$ cat config.mk
export PLATFORM = sky130hd
export DESIGN_NAME = busTakeoverMaster
export DESIGN_NICKNAME = d
export VERILOG_FILES = /design/src/rtl/takeoverPkg.sv /design/src/rtl/takeoverSync.sv /design/src/rtl/takeoverCtrl.sv /design/src/rtl/takeoverDatapath.sv /design/src/rtl/busTakeoverMaster.sv
export SDC_FILE = /design/constraint.sdc
export NUM_CORES = 1
export LEC_CHECK = 0
export BUFFER_PORTS_ARGS = -buffer_cell sky130_fd_sc_hd__buf_2
export CAP_MARGIN = 20
export CORE_UTILIZATION = 30
export CTS_CLUSTER_DIAMETER = 150
export DETAILED_ROUTE_END_ITERATION = 8
export GPL_TIMING_DRIVEN = 0
export PLACE_DENSITY = 0.54
export SLEW_MARGIN = 0
export SYNTH_ARGS = -nofsm -noshare
export SYNTH_HDL_FRONTEND = slang
export SYNTH_SLANG_ARGS = --single-unit
$ cat constraint.sdc
create_clock -name clk -period 2.9 [get_ports clk]
set_clock_uncertainty 0.15 [all_clocks]
set_input_delay 0.58 -clock clk [delete_from_list [all_inputs] [get_ports clk]]
set_output_delay 0.58 -clock clk [all_outputs]
set_load 0.05 [all_outputs]
$ cat src/rtl/takeoverPkg.sv
package takeoverPkg;

  typedef enum logic [2:0] {
    ST_IDLE,
    ST_WAIT_GRANT,
    ST_SETUP,
    ST_HOLD,
    ST_GAP,
    ST_RELEASE,
    ST_FREE
  } seqState_t;

  // strobes from control to datapath
  typedef struct packed {
    logic load;     // latch request fields
    logic drive;    // bus drivers enabled
    logic strobe;   // access strobes active
    logic capture;  // sample read data
  } busCtl_t;

endpackage

$ cat src/rtl/takeoverSync.sv
module takeoverSync #(
  parameter int STAGES = 2
) (
  input  logic clk,
  input  logic rstN,
  input  logic din,
  output logic dout
);
  logic [STAGES-1:0] shiftReg;

  always_ff @(posedge clk or negedge rstN) begin
    if (!rstN) shiftReg <= '0;
    else       shiftReg <= {shiftReg[STAGES-2:0], din};
  end

  assign dout = shiftReg[STAGES-1];
endmodule

$ cat src/rtl/takeoverCtrl.sv
module takeoverCtrl
  import takeoverPkg::*;
#(
  parameter int VIDEO_CLKS = 16,
  parameter int MAX_BURST  = 4
) (
  input  logic    clk,
  input  logic    rstN,
  input  logic    reqValid,
  input  logic    grantSync,
  output busCtl_t ctl,
  output logic    busReqLow,
  output logic    busy,
  output logic    reqReady,
  output logic    done
);
  localparam int HOLD_W  = $clog2(VIDEO_CLKS + 1);
  localparam int BURST_W = $clog2(MAX_BURST + 1);

  seqState_t state, nextState;
  logic [HOLD_W-1:0]  holdCnt;
  logic [BURST_W-1:0] burstCnt;
  logic holdLast, burstRoom, accept;

  assign holdLast  = (holdCnt == '0);
  assign burstRoom = (burstCnt < BURST_W'(MAX_BURST));

  always_comb begin
    reqReady = (state == ST_IDLE) || ((state == ST_GAP) && burstRoom);
    accept   = reqReady && reqValid;
  end

  always_comb begin
    nextState = state;
    unique case (state)
      ST_IDLE:       if (accept) nextState = ST_WAIT_GRANT;
      ST_WAIT_GRANT: if (grantSync) nextState = ST_SETUP;
      ST_SETUP:      nextState = ST_HOLD;
      ST_HOLD:       if (holdLast) nextState = ST_GAP;
      ST_GAP:        nextState = accept ? ST_SETUP : ST_RELEASE;
      ST_RELEASE:    nextState = ST_FREE;
      ST_FREE:       if (!grantSync) nextState = ST_IDLE;
      default:       nextState = ST_IDLE;
    endcase
  end

  always_comb begin
    ctl.load    = accept;
    ctl.drive   = (state == ST_SETUP) || (state == ST_HOLD) || (state == ST_GAP);
    ctl.strobe  = (state == ST_HOLD);
    ctl.capture = (state == ST_HOLD) && holdLast;
  end

  assign busReqLow = (state != ST_IDLE) && (state != ST_FREE);
  assign busy      = (state != ST_IDLE);

  always_ff @(posedge clk or negedge rstN) begin
    if (!rstN) begin
      state    <= ST_IDLE;
      holdCnt  <= '0;
      burstCnt <= '0;
      done     <= 1'b0;
    end else begin
      state <= nextState;
      done  <= ctl.capture;
      if (state == ST_SETUP)
        holdCnt <= HOLD_W'(VIDEO_CLKS - 1);
      else if (state == ST_HOLD && !holdLast)
        holdCnt <= holdCnt - 1'b1;
      if (accept)
        burstCnt <= (state == ST_IDLE) ? BURST_W'(1) : burstCnt + 1'b1;
    end
  end
endmodule

$ cat src/rtl/takeoverDatapath.sv
module takeoverDatapath
  import takeoverPkg::*;
#(
  parameter int ADDR_W = 16,
  parameter int DATA_W = 8
) (
  input  logic              clk,
  input  logic              rstN,
  input  busCtl_t           ctl,
  input  logic [ADDR_W-1:0] reqAddr,
  input  logic [DATA_W-1:0] reqData,
  input  logic              reqWrite,
  input  logic              reqMem,
  input  logic [DATA_W-1:0] dataIn,
  output logic [ADDR_W-1:0] addrOut,
  output logic [DATA_W-1:0] dataOut,
  output logic              addrOe,
  output logic              dataOe,
  output logic              ctlOe,
  output logic              mreqN,
  output logic              iorqN,
  output logic              rdN,
  output logic              wrN,
  output logic [DATA_W-1:0] rdData
);
  logic writeReg, memReg;

  always_ff @(posedge clk or negedge rstN) begin
    if (!rstN) begin
      addrOut  <= '0;
      dataOut  <= '0;
      writeReg <= 1'b0;
      memReg   <= 1'b0;
      rdData   <= '0;
    end else begin
      if (ctl.load) begin
        addrOut  <= reqAddr;
        dataOut  <= reqData;
        writeReg <= reqWrite;
        memReg   <= reqMem;
      end
      if (ctl.capture && !writeReg)
        rdData <= dataIn;
    end
  end

  always_comb begin
    addrOe = ctl.drive;
    ctlOe  = ctl.drive;
    dataOe = ctl.drive && writeReg;
    mreqN  = !(ctl.strobe && memReg);
    iorqN  = !(ctl.strobe && !memReg);
    rdN    = !(ctl.strobe && !writeReg);
    wrN    = !(ctl.strobe && writeReg);
  end
endmodule

$ cat src/rtl/busTakeoverMaster.sv
module busTakeoverMaster
  import takeoverPkg::*;
#(
  parameter int ADDR_W     = 16,
  parameter int DATA_W     = 8,
  parameter int VIDEO_CLKS = 16,
  parameter int MAX_BURST  = 4
) (
  input  logic              clk,
  input  logic              rstN,
  input  logic              reqValid,
  input  logic [ADDR_W-1:0] reqAddr,
  input  logic [DATA_W-1:0] reqData,
  input  logic              reqWrite,
  input  logic              reqMem,
  output logic              reqReady,
  output logic              busy,
  output logic              done,
  output logic [DATA_W-1:0] rdData,
  output logic              busReqLow,
  input  logic              busAckN,
  output logic [ADDR_W-1:0] addrOut,
  output logic              addrOe,
  output logic [DATA_W-1:0] dataOut,
  input  logic [DATA_W-1:0] dataIn,
  output logic              dataOe,
  output logic              ctlOe,
  output logic              mreqN,
  output logic              iorqN,
  output logic              rdN,
  output logic              wrN,
  output logic              m1N
);
  busCtl_t ctl;
  logic grantSync;

  takeoverSync #(.STAGES(2)) uSync (
    .clk(clk), .rstN(rstN), .din(!busAckN), .dout(grantSync)
  );

  takeoverCtrl #(.VIDEO_CLKS(VIDEO_CLKS), .MAX_BURST(MAX_BURST)) uCtrl (
    .clk(clk), .rstN(rstN), .reqValid(reqValid), .grantSync(grantSync),
    .ctl(ctl), .busReqLow(busReqLow), .busy(busy), .reqReady(reqReady),
    .done(done)
  );

  takeoverDatapath #(.ADDR_W(ADDR_W), .DATA_W(DATA_W)) uPath (
    .clk(clk), .rstN(rstN), .ctl(ctl),
    .reqAddr(reqAddr), .reqData(reqData), .reqWrite(reqWrite), .reqMem(reqMem),
    .dataIn(dataIn), .addrOut(addrOut), .dataOut(dataOut),
    .addrOe(addrOe), .dataOe(dataOe), .ctlOe(ctlOe),
    .mreqN(mreqN), .iorqN(iorqN), .rdN(rdN), .wrN(wrN), .rdData(rdData)
  );

  // opcode-fetch marker is never driven active by this master
  assign m1N = 1'b1;
endmodule

# Word-level counts from Yosys, hierarchy flattened
# Index checks and enable logic that the tools add are counted.
dict set report totals {
  regBits 48
  latch_bits 0
  ram_bits 0
  rom_bits 0
  inputBits 38
  word_cells 60
  n_memories 0
}
dict set report classes {
  addsub 2
  mul 0
  div 0
  n_lt_le_gt_ge 1
  n_eq_ne 11
  shifts 0
  n_mux 9
  bitwise_logic 0
  n_reduce_logical 27
}
# operator n
set ops {}
lappend ops {{case mux 3 bit (7 select lines)} 1}
lappend ops {{2-to-1 mux 3 bit} 6}
lappend ops {{logical AND 1 bit} 11}
lappend ops {{2-to-1 mux 5 bit} 2}
lappend ops {{equality test 3 bit, second input constant} 3}
lappend ops {{zero test 1 bit} 8}
lappend ops {{equality test 3 x 2 -> 1 bit, second input constant} 2}
lappend ops {{!= test 2 bit, second input constant} 3}
lappend ops {{zero test 5 bit} 1}
lappend ops {{subtractor 5 x 1 -> 5 bit, second input constant} 1}
lappend ops {{AND reduction 4 bit} 1}
lappend ops {{adder 3 x 1 -> 3 bit, second input constant} 1}
lappend ops {{equality test 3 x 1 -> 1 bit, second input constant} 1}
lappend ops {{zero test 3 bit} 1}
lappend ops {{logical OR 1 bit} 3}
lappend ops {{less-than comparator 3 bit, second input constant} 1}
lappend ops {{!= test 3 bit, second input constant} 1}
lappend ops {{nonzero test 3 bit} 1}
lappend ops {{!= test 2 x 1 -> 1 bit, second input constant} 1}
lappend ops {{nonzero test 2 bit} 1}

# Logic depth before layout (Yosys ltp)
# Gate-level depths: netlist (run 1).
dict set report logic_depth {
  word_depth 6
  mapped_depth 7
  mapped_depth_nobuf 6
}

# Hierarchy
# A second synthesis (run 1) with hierarchy kept.
dict set report unflattened {
  cells_unflattened 174
  area_unflattened_um2 2275.9
}
# module n_inst cells_each area_each_um2 seq_area_each_um2
set modules_own_cells {}
lappend modules_own_cells {takeoverDatapath 1 80 1431.4 850.8}
lappend modules_own_cells {takeoverCtrl 1 89 779.5 300.3}
lappend modules_own_cells {takeoverSync 1 2 50.0 50.0}
lappend modules_own_cells {busTakeoverMaster 1 3 15.0 0.0}

# Worst setup path before layout (run 1)
# No wires, ideal clock.
dict set report synth_path {
  path_type {register to output}
  startpoint {reg uCtrl.state[1]}
  endpoint {out dataOe}
  t_arrival_ps 1671
  t_required_ps 2170
  setup_slack_ps 499
  stages_incl_launch_ff 5
  n_path_buf 0
  cell_sequence {dfrtp_1 -> nor2_1 -> nand2_1 -> nand2_1 -> and2_1}
}
dict set report synth_between {
  elab_chain_len 4
  elab_cells_between_ends 6
}
# item line_no
set synth_lines {}
lappend synth_lines {{start, declared} takeoverCtrl.sv:20} ;# seqState_t state, nextState;
lappend synth_lines {{start signal, assigned} takeoverCtrl.sv:64} ;# state <= nextState;
lappend synth_lines {{equality test 3 x 2 -> 1 bit} takeoverCtrl.sv:49} ;# ctl.drive = (state == ST_SETUP) || (state == ST_HOLD) || (state == ST_GAP);
lappend synth_lines {{logical OR 1 bit} takeoverCtrl.sv:49}
lappend synth_lines {{logical OR 1 bit (*)} takeoverCtrl.sv:49}
lappend synth_lines {{via addrOe} busTakeoverMaster.sv:23} ;# output logic addrOe,
lappend synth_lines {{logical AND 1 bit (*)} takeoverDatapath.sv:50} ;# dataOe = ctl.drive && writeReg;
lappend synth_lines {{end, declared} busTakeoverMaster.sv:26} ;# output logic dataOe,
# Mark *: on every way through the listed nets, which the timed path passes. The rest lies on a longest branch.

# Final worst setup path (run 1)
dict set report layout_path {
  startpoint {reg uCtrl.state[1]}
  endpoint {out dataOe}
}
dict set report layout_between {
  elab_chain_len 4
  elab_cells_between_ends 6
}
# item line_no
set layout_lines {}
lappend layout_lines {{equality test 3 x 2 -> 1 bit} takeoverCtrl.sv:49}
lappend layout_lines {{logical OR 1 bit} takeoverCtrl.sv:49}
lappend layout_lines {{logical OR 1 bit (*)} takeoverCtrl.sv:49}
lappend layout_lines {{logical AND 1 bit (*)} takeoverDatapath.sv:50}
# Every way passes the cells marked *; elsewhere a longest branch is shown, timed or not.

==> reports/results.ini, run 1 <==
[floorplanning]
initial_core_util_pct = 31.3
chipWidth_um = 86.4
coreArea_um2 = 6830
pin_count = 82
dieArea_um2 = 7470
placementRows = 30
die_h_um = 86.4

[worst_setup_path]
crit_type = reg2out
r2r_slack_ns = 0.83
timing.rr.end = uPath.dataOut[0]
startpoint_type = flop
worstPathRequired_ns = 2.17
worstReg2RegStart = uCtrl.state[1]
critPathCaptureType = primary output
reg2reg_depth = 5
cp_max_fo = 7
cp.arrival_ns = 1.78

[yosys]
yosysSeqAreaShare_pct = 56.2
syn_nets = 214
synth_cell_types = 34
yosys_warnings = 0
synthCells = 173
syn-mean-instance-area_um2 = 12.4
yosys_register_bits = 48
syn_area_um2 = 2140

[timing]
final_hold_viol_count = 0
rsz0062_at_grt = false
fmax_mhz = 399
timing.final.max_slew_violations = 0
setup_viol = 0
tightest_slew_ns = 0.718
fin_crit_ns = 2.51
max_slew_margin_pct = 51.5
finalCritPeriodShare_pct = 86.5
holdWs_ns = 0.0929
fin_tns_setup_ns = 0

[power]
p_leak_nw = 1.36
power_density_nw_per_um2 = 1270
power.total_mw = 3.57
peakVddDrop_mv = 0.463

[final_layout]
fillers = 687
drive_gt1_share_pct = 51.1
nets = 302
antenna_cells = 0
area_delta_synth_final_pct = 31.2

[routing]
drt_pass1_iterations = 4
post_drt_wl_per_cell_um = 11.8
postRouteAntennaNets = 0
dr_total_vias = 1576
vias_per_cell = 4.40
initialDrtViolationCount = 42
routed_wl_um = 4240
drc = 0

[clock_network]
clock-sinks = 48
cts_buffer_depth = 2
cts-root-buf = clkbuf_8
cts_resized = 0
cts_setup_buffers = 0
h-tree-depth = 2
clk_pin_slew_worst_paths_ns = 0.09
worstSkewPairLatency_ns = 0.29
cts_buffers = 5
cts_tree = built
ctsHoldBuffers = 0

[placed_design]
dpl.hpwl_um = 3180
io_buffers = 80
place_congestion = 0.703

[grt]
track_usage_pct = 11.7
overflow = 0
grt_pass1_wl_um = 6810
antenna_found_initial = 0
grt_pass1_vias = 1488
grt_max_degree = 29

[run]
maxCapViolCount = 0

[worst_hold_path]
hp-class = in2async

[status]
outcome = finished, final reports clean

==> worst max-delay path: stages (launching register included) <==
cell     delay [ns]
dfrtp_1        0.47
nor2_1         0.41
nand2_1        0.10
nand2_1        0.12
and2_1         0.13
buf_2          0.25
==> per-layer routing <==
layer	track usage [%]	wire length [um]
met5	0	0
met4	5.00	50
met3	3.05	261
met2	19.0	1960
met1	14.9	1970
==> state kept, by name, summed over array words and instances, names as in the netlist <==
signal          count
uCtrl.burstCnt      3
uPath.memReg        1
uCtrl.state         3
uCtrl.holdCnt       5
uPath.writeReg      1
uPath.addrOut      16
uPath.rdData        8
uCtrl.done          1
uPath.dataOut       8
uSync.shiftReg      2
==> layout by cell type (no fill, tap or decap), types with 3 or more instances in the layout <==
| master | count |
|---|---|
| buf_2 | 83 |
| dfrtp_1 | 48 |
| mux2_2 | 27 |
| nand2_1 | 14 |
| nor2_1 | 9 |
| mux2_4 | 8 |
| o21ai_0 | 7 |
| a21oi_1 | 7 |
| clkbuf_8 | 7 |
| inv_1 | 6 |
| nand2b_1 | 4 |
| nand3_1 | 4 |
| clkbuf_1 | 3 |
| nor3_1 | 3 |
| ha_1 | 3 |
==> cell usage after synthesis (all sizes together) <==
| cell type | instances | area (um^2) |
|---|---|---|
| or3 | 3 | 23.8 |
| o221ai | 1 | 8.76 |
| inv | 6 | 22.5 |
| nor2b | 2 | 12.5 |
| nor4b | 1 | 8.76 |
| a21oi | 7 | 35.0 |
| ha | 3 | 37.5 |
| a22oi | 1 | 7.51 |
| nand2b | 5 | 38.8 |
| conb | 1 | 3.75 |
| dfrtp | 48 | 1200 |
| a311oi | 1 | 8.76 |
| xor2 | 1 | 8.76 |
| nand2 | 14 | 52.6 |
| o31ai | 2 | 15.0 |
| mux2 | 35 | 424 |
| a22o | 1 | 8.76 |
| and2 | 2 | 12.5 |
| buf | 7 | 52.5 |
| a2bb2oi | 1 | 8.76 |
| nor2 | 9 | 33.8 |
| nor3 | 3 | 15.0 |
| or2 | 2 | 12.5 |
| o21ai | 7 | 35.0 |
| clkbuf | 3 | 11.3 |
| a31oi | 2 | 12.5 |
| o22ai | 1 | 6.26 |
| nand3 | 4 | 20.0 |
==> layout make-up <==
type / instances / area [um^2] / area share (%)
buffer: 10 / 63.8 / 2.27
timing repair buffer: 81 / 420 / 15.0
clock buffer: 7 / 96.3 / 3.43
multi-input combinational: 109 / 851 / 30.3
inverter: 6 / 22.5 / 0.803
clock inverter: 1 / 30.0 / 1.07
tap: 96 / 120 / 4.28
sequential: 48 / 1200 / 42.8
==> how the worst max path moves through the flow <==
| stage | startpoint | cells after the start | endpoint |
|---|---|---|---|
| 6_report | uCtrl.state[1] | 5 | dataOe |
| 2_1_floorplan | uCtrl.state[1] | 4 | dataOe |
| 3_3_place_gp | uCtrl.state[1] | 5 | dataOe |
| 4_1_cts | uCtrl.state[1] | 5 | dataOe |
| 5_1_grt | uCtrl.state[1] | 5 | dataOe |
| 3_5_place_dp | uCtrl.state[1] | 5 | dataOe |
==> cells by family (layout without fill, tap and decap cells) <==
group,after synthesis,in the layout,share of synthesized area (%)
other cells,1,1,0.175
flops,48,48,56.2
buf+inv,16,105,4.04
mux,35,35,19.8
fa+ha+maj,3,3,1.76
xor+xnor,1,1,0.410
simple gates,45,45,10.8
compound gates,24,24,6.85
==> where the power goes <==
group	total [mW]	switching (mW)	leakage (nW)	internal, mW
Combinational	1.96	1.39	0.731	0.576
Clock	0.522	0.217	0.0645	0.304
Sequential	1.09	0.149	0.563	0.938
Total	3.57	1.75	1.36	1.82
==> through the flow <==
step	utilization, %	setup WS, ns	instances	area [um^2]
floorplan	-	0.499	173	2140
global placement	38.9	0.722	349	2660
detailed placement	39.2	0.714	350	2680
CTS	41.1	0.377	358	2810
global route	41.1	0.290	358	2810
finish	41.1	0.392	358	2810
Power figures use the tool's default switching activity.
==> inputs of run 2 (changes only) <==
BUFFER_PORTS_ARGS = default   (was -buffer_cell sky130_fd_sc_hd__buf_2)
DONT_BUFFER_PORTS = 1   (was default)
PLACE_DENSITY = 0.45   (was 0.54)
==> run 2 against run 1 <==
  * Routed wire length increased by 3.7%
  * Critical path depth stayed put
  * Register-to-register slack got worse by 0.02 ns
  * Sequential share of layout area rose by 6.5 points
  * Highest routed layer unchanged
==> reports/results.ini, run 2 (same netlist as run 1, synthesis figures left out) <==
[floorplanning]
initial_core_util_pct = 31.3
coreArea_um2 = 6830
die_h_um = 86.4
chipWidth_um = 86.4
pin_count = 82
dieArea_um2 = 7470
placementRows = 30

[worst_setup_path]
cp.arrival_ns = 1.96
cp_max_fo = 10
worstPathRequired_ns = 2.17
startpoint_type = flop
crit_type = reg2out
critPathCaptureType = primary output

[grt]
track_usage_pct = 12.3
antenna_found_initial = 0
grt_max_degree = 49
grt_pass1_vias = 1405
overflow = 0
grt_pass1_wl_um = 6930

[clock_network]
worstSkewPairLatency_ns = 0.30
cts_buffers = 5
clock-sinks = 48
clk_pin_slew_worst_paths_ns = 0.09
cts-root-buf = clkbuf_8
cts_setup_buffers = 0
cts_tree = built
h-tree-depth = 2
cts_buffer_depth = 2

[final_layout]
final_cell_mix = dfrtp_1, mux2_2, nand2_1, nor2_1, mux2_4
drive_gt1_share_pct = 30.6
regMostFlops = uPath.addrOut
antenna_cells = 0
largest_register_ff_count = 16
top_regs = uPath.addrOut (16), uPath.dataOut (8), uPath.rdData (8)
nets = 223
area_delta_synth_final_pct = 14.0
final_common_cell = dfrtp_1

[run]
maxCapViolCount = 0

[status]
outcome = finished, final reports clean

[timing]
fmax_mhz = 372
timing.final.max_slew_violations = 0
max_slew_margin_pct = 50.6
rsz0062_at_grt = false
tightest_slew_ns = 0.731
final_hold_viol_count = 0
finalCritPeriodShare_pct = 92.8
fin_tns_setup_ns = 0
fin_crit_ns = 2.69
fin_ws_ns = 0.210
setup_viol = 0

[routing]
dr_total_vias = 1342
routed_wl_um = 4400
post_drt_wl_per_cell_um = 15.8
drc = 0
vias_per_cell = 4.81
postRouteAntennaNets = 0
drt_pass1_iterations = 4
initialDrtViolationCount = 96

[placed_design]
dpl.hpwl_um = 3180
io_buffers = 0
dp_slack_ns = 0.267
place_congestion = 0.687

[worst_hold_path]
hp-class = in2reg

==> run 2: worst max-delay path, cell delays in order, from the launching register on <==
cell	delay, ns
dfrtp_1	0.36
buf_6	0.13
clkbuf_1	0.37
nand2_1	0.14
nand2_2	0.29
and2_2	0.37
==> run 2: per-stage QoR <==
| step | std cells | hold WS [ns] | utilization (%) | instance area [um^2] |
|---|---|---|---|---|
| after floorplan | 173 | 0.134 | - | 2140 |
| after global placement | 269 | 0.135 | 33.1 | 2260 |
| after detailed placement | 269 | 0.135 | 33.1 | 2260 |
| after CTS | 279 | 0.166 | 35.6 | 2430 |
| after global routing | 279 | 0.156 | 35.7 | 2440 |
| final | 279 | 0.176 | 35.7 | 2440 |
==> run 2: final timing paths <==
kind,cells past startpoint,to,start,slack (ns)
max,5,dataOe,uCtrl.state[2],0.21
max reg2reg,6,uPath.rdData[6],uCtrl.state[2],0.81
max in group asynchronous,2,uSync.shiftReg[1],rstN,1.76
min,1,uSync.shiftReg[0],busAckN,0.18
min in group asynchronous,2,uPath.rdData[0],rstN,0.62
min reg2reg,0,uSync.shiftReg[1],uSync.shiftReg[0],0.22
==> run 2: final cells by class <==
cell class	instances	area, um^2
fillers	708	4390
flip-flops and latches	48	1200
multi-input cells	109	855
well taps	96	120
clock buffers	5	68.8
clock inverters	3	68.8
plain buffers	10	63.8
repair buffers	2	37.5
inverters	6	22.5
==> run 2: per-layer routing <==
layer	wire, um	vias to the layer above	share of wire, %	track usage [%]
met2	2300	54	52	21.3
met1	1780	669	40	14.2
li1	-	614	-	-
met4	59	0	1.3	4.70
met3	254	5	5.8	3.90
met5	0	-	0	0
==> run 2: what timing repair did <==
item                                    CTS  global route
hold buffers                              2             0
hold endpoints to repair                 48             0
gates resized for setup                   1             1
endpoints found under the setup margin    1             1
Power of run 2 is left out: the tool's default activity adds up to more than one toggle a clock period on the data nets, which glitch-free logic cannot reach.
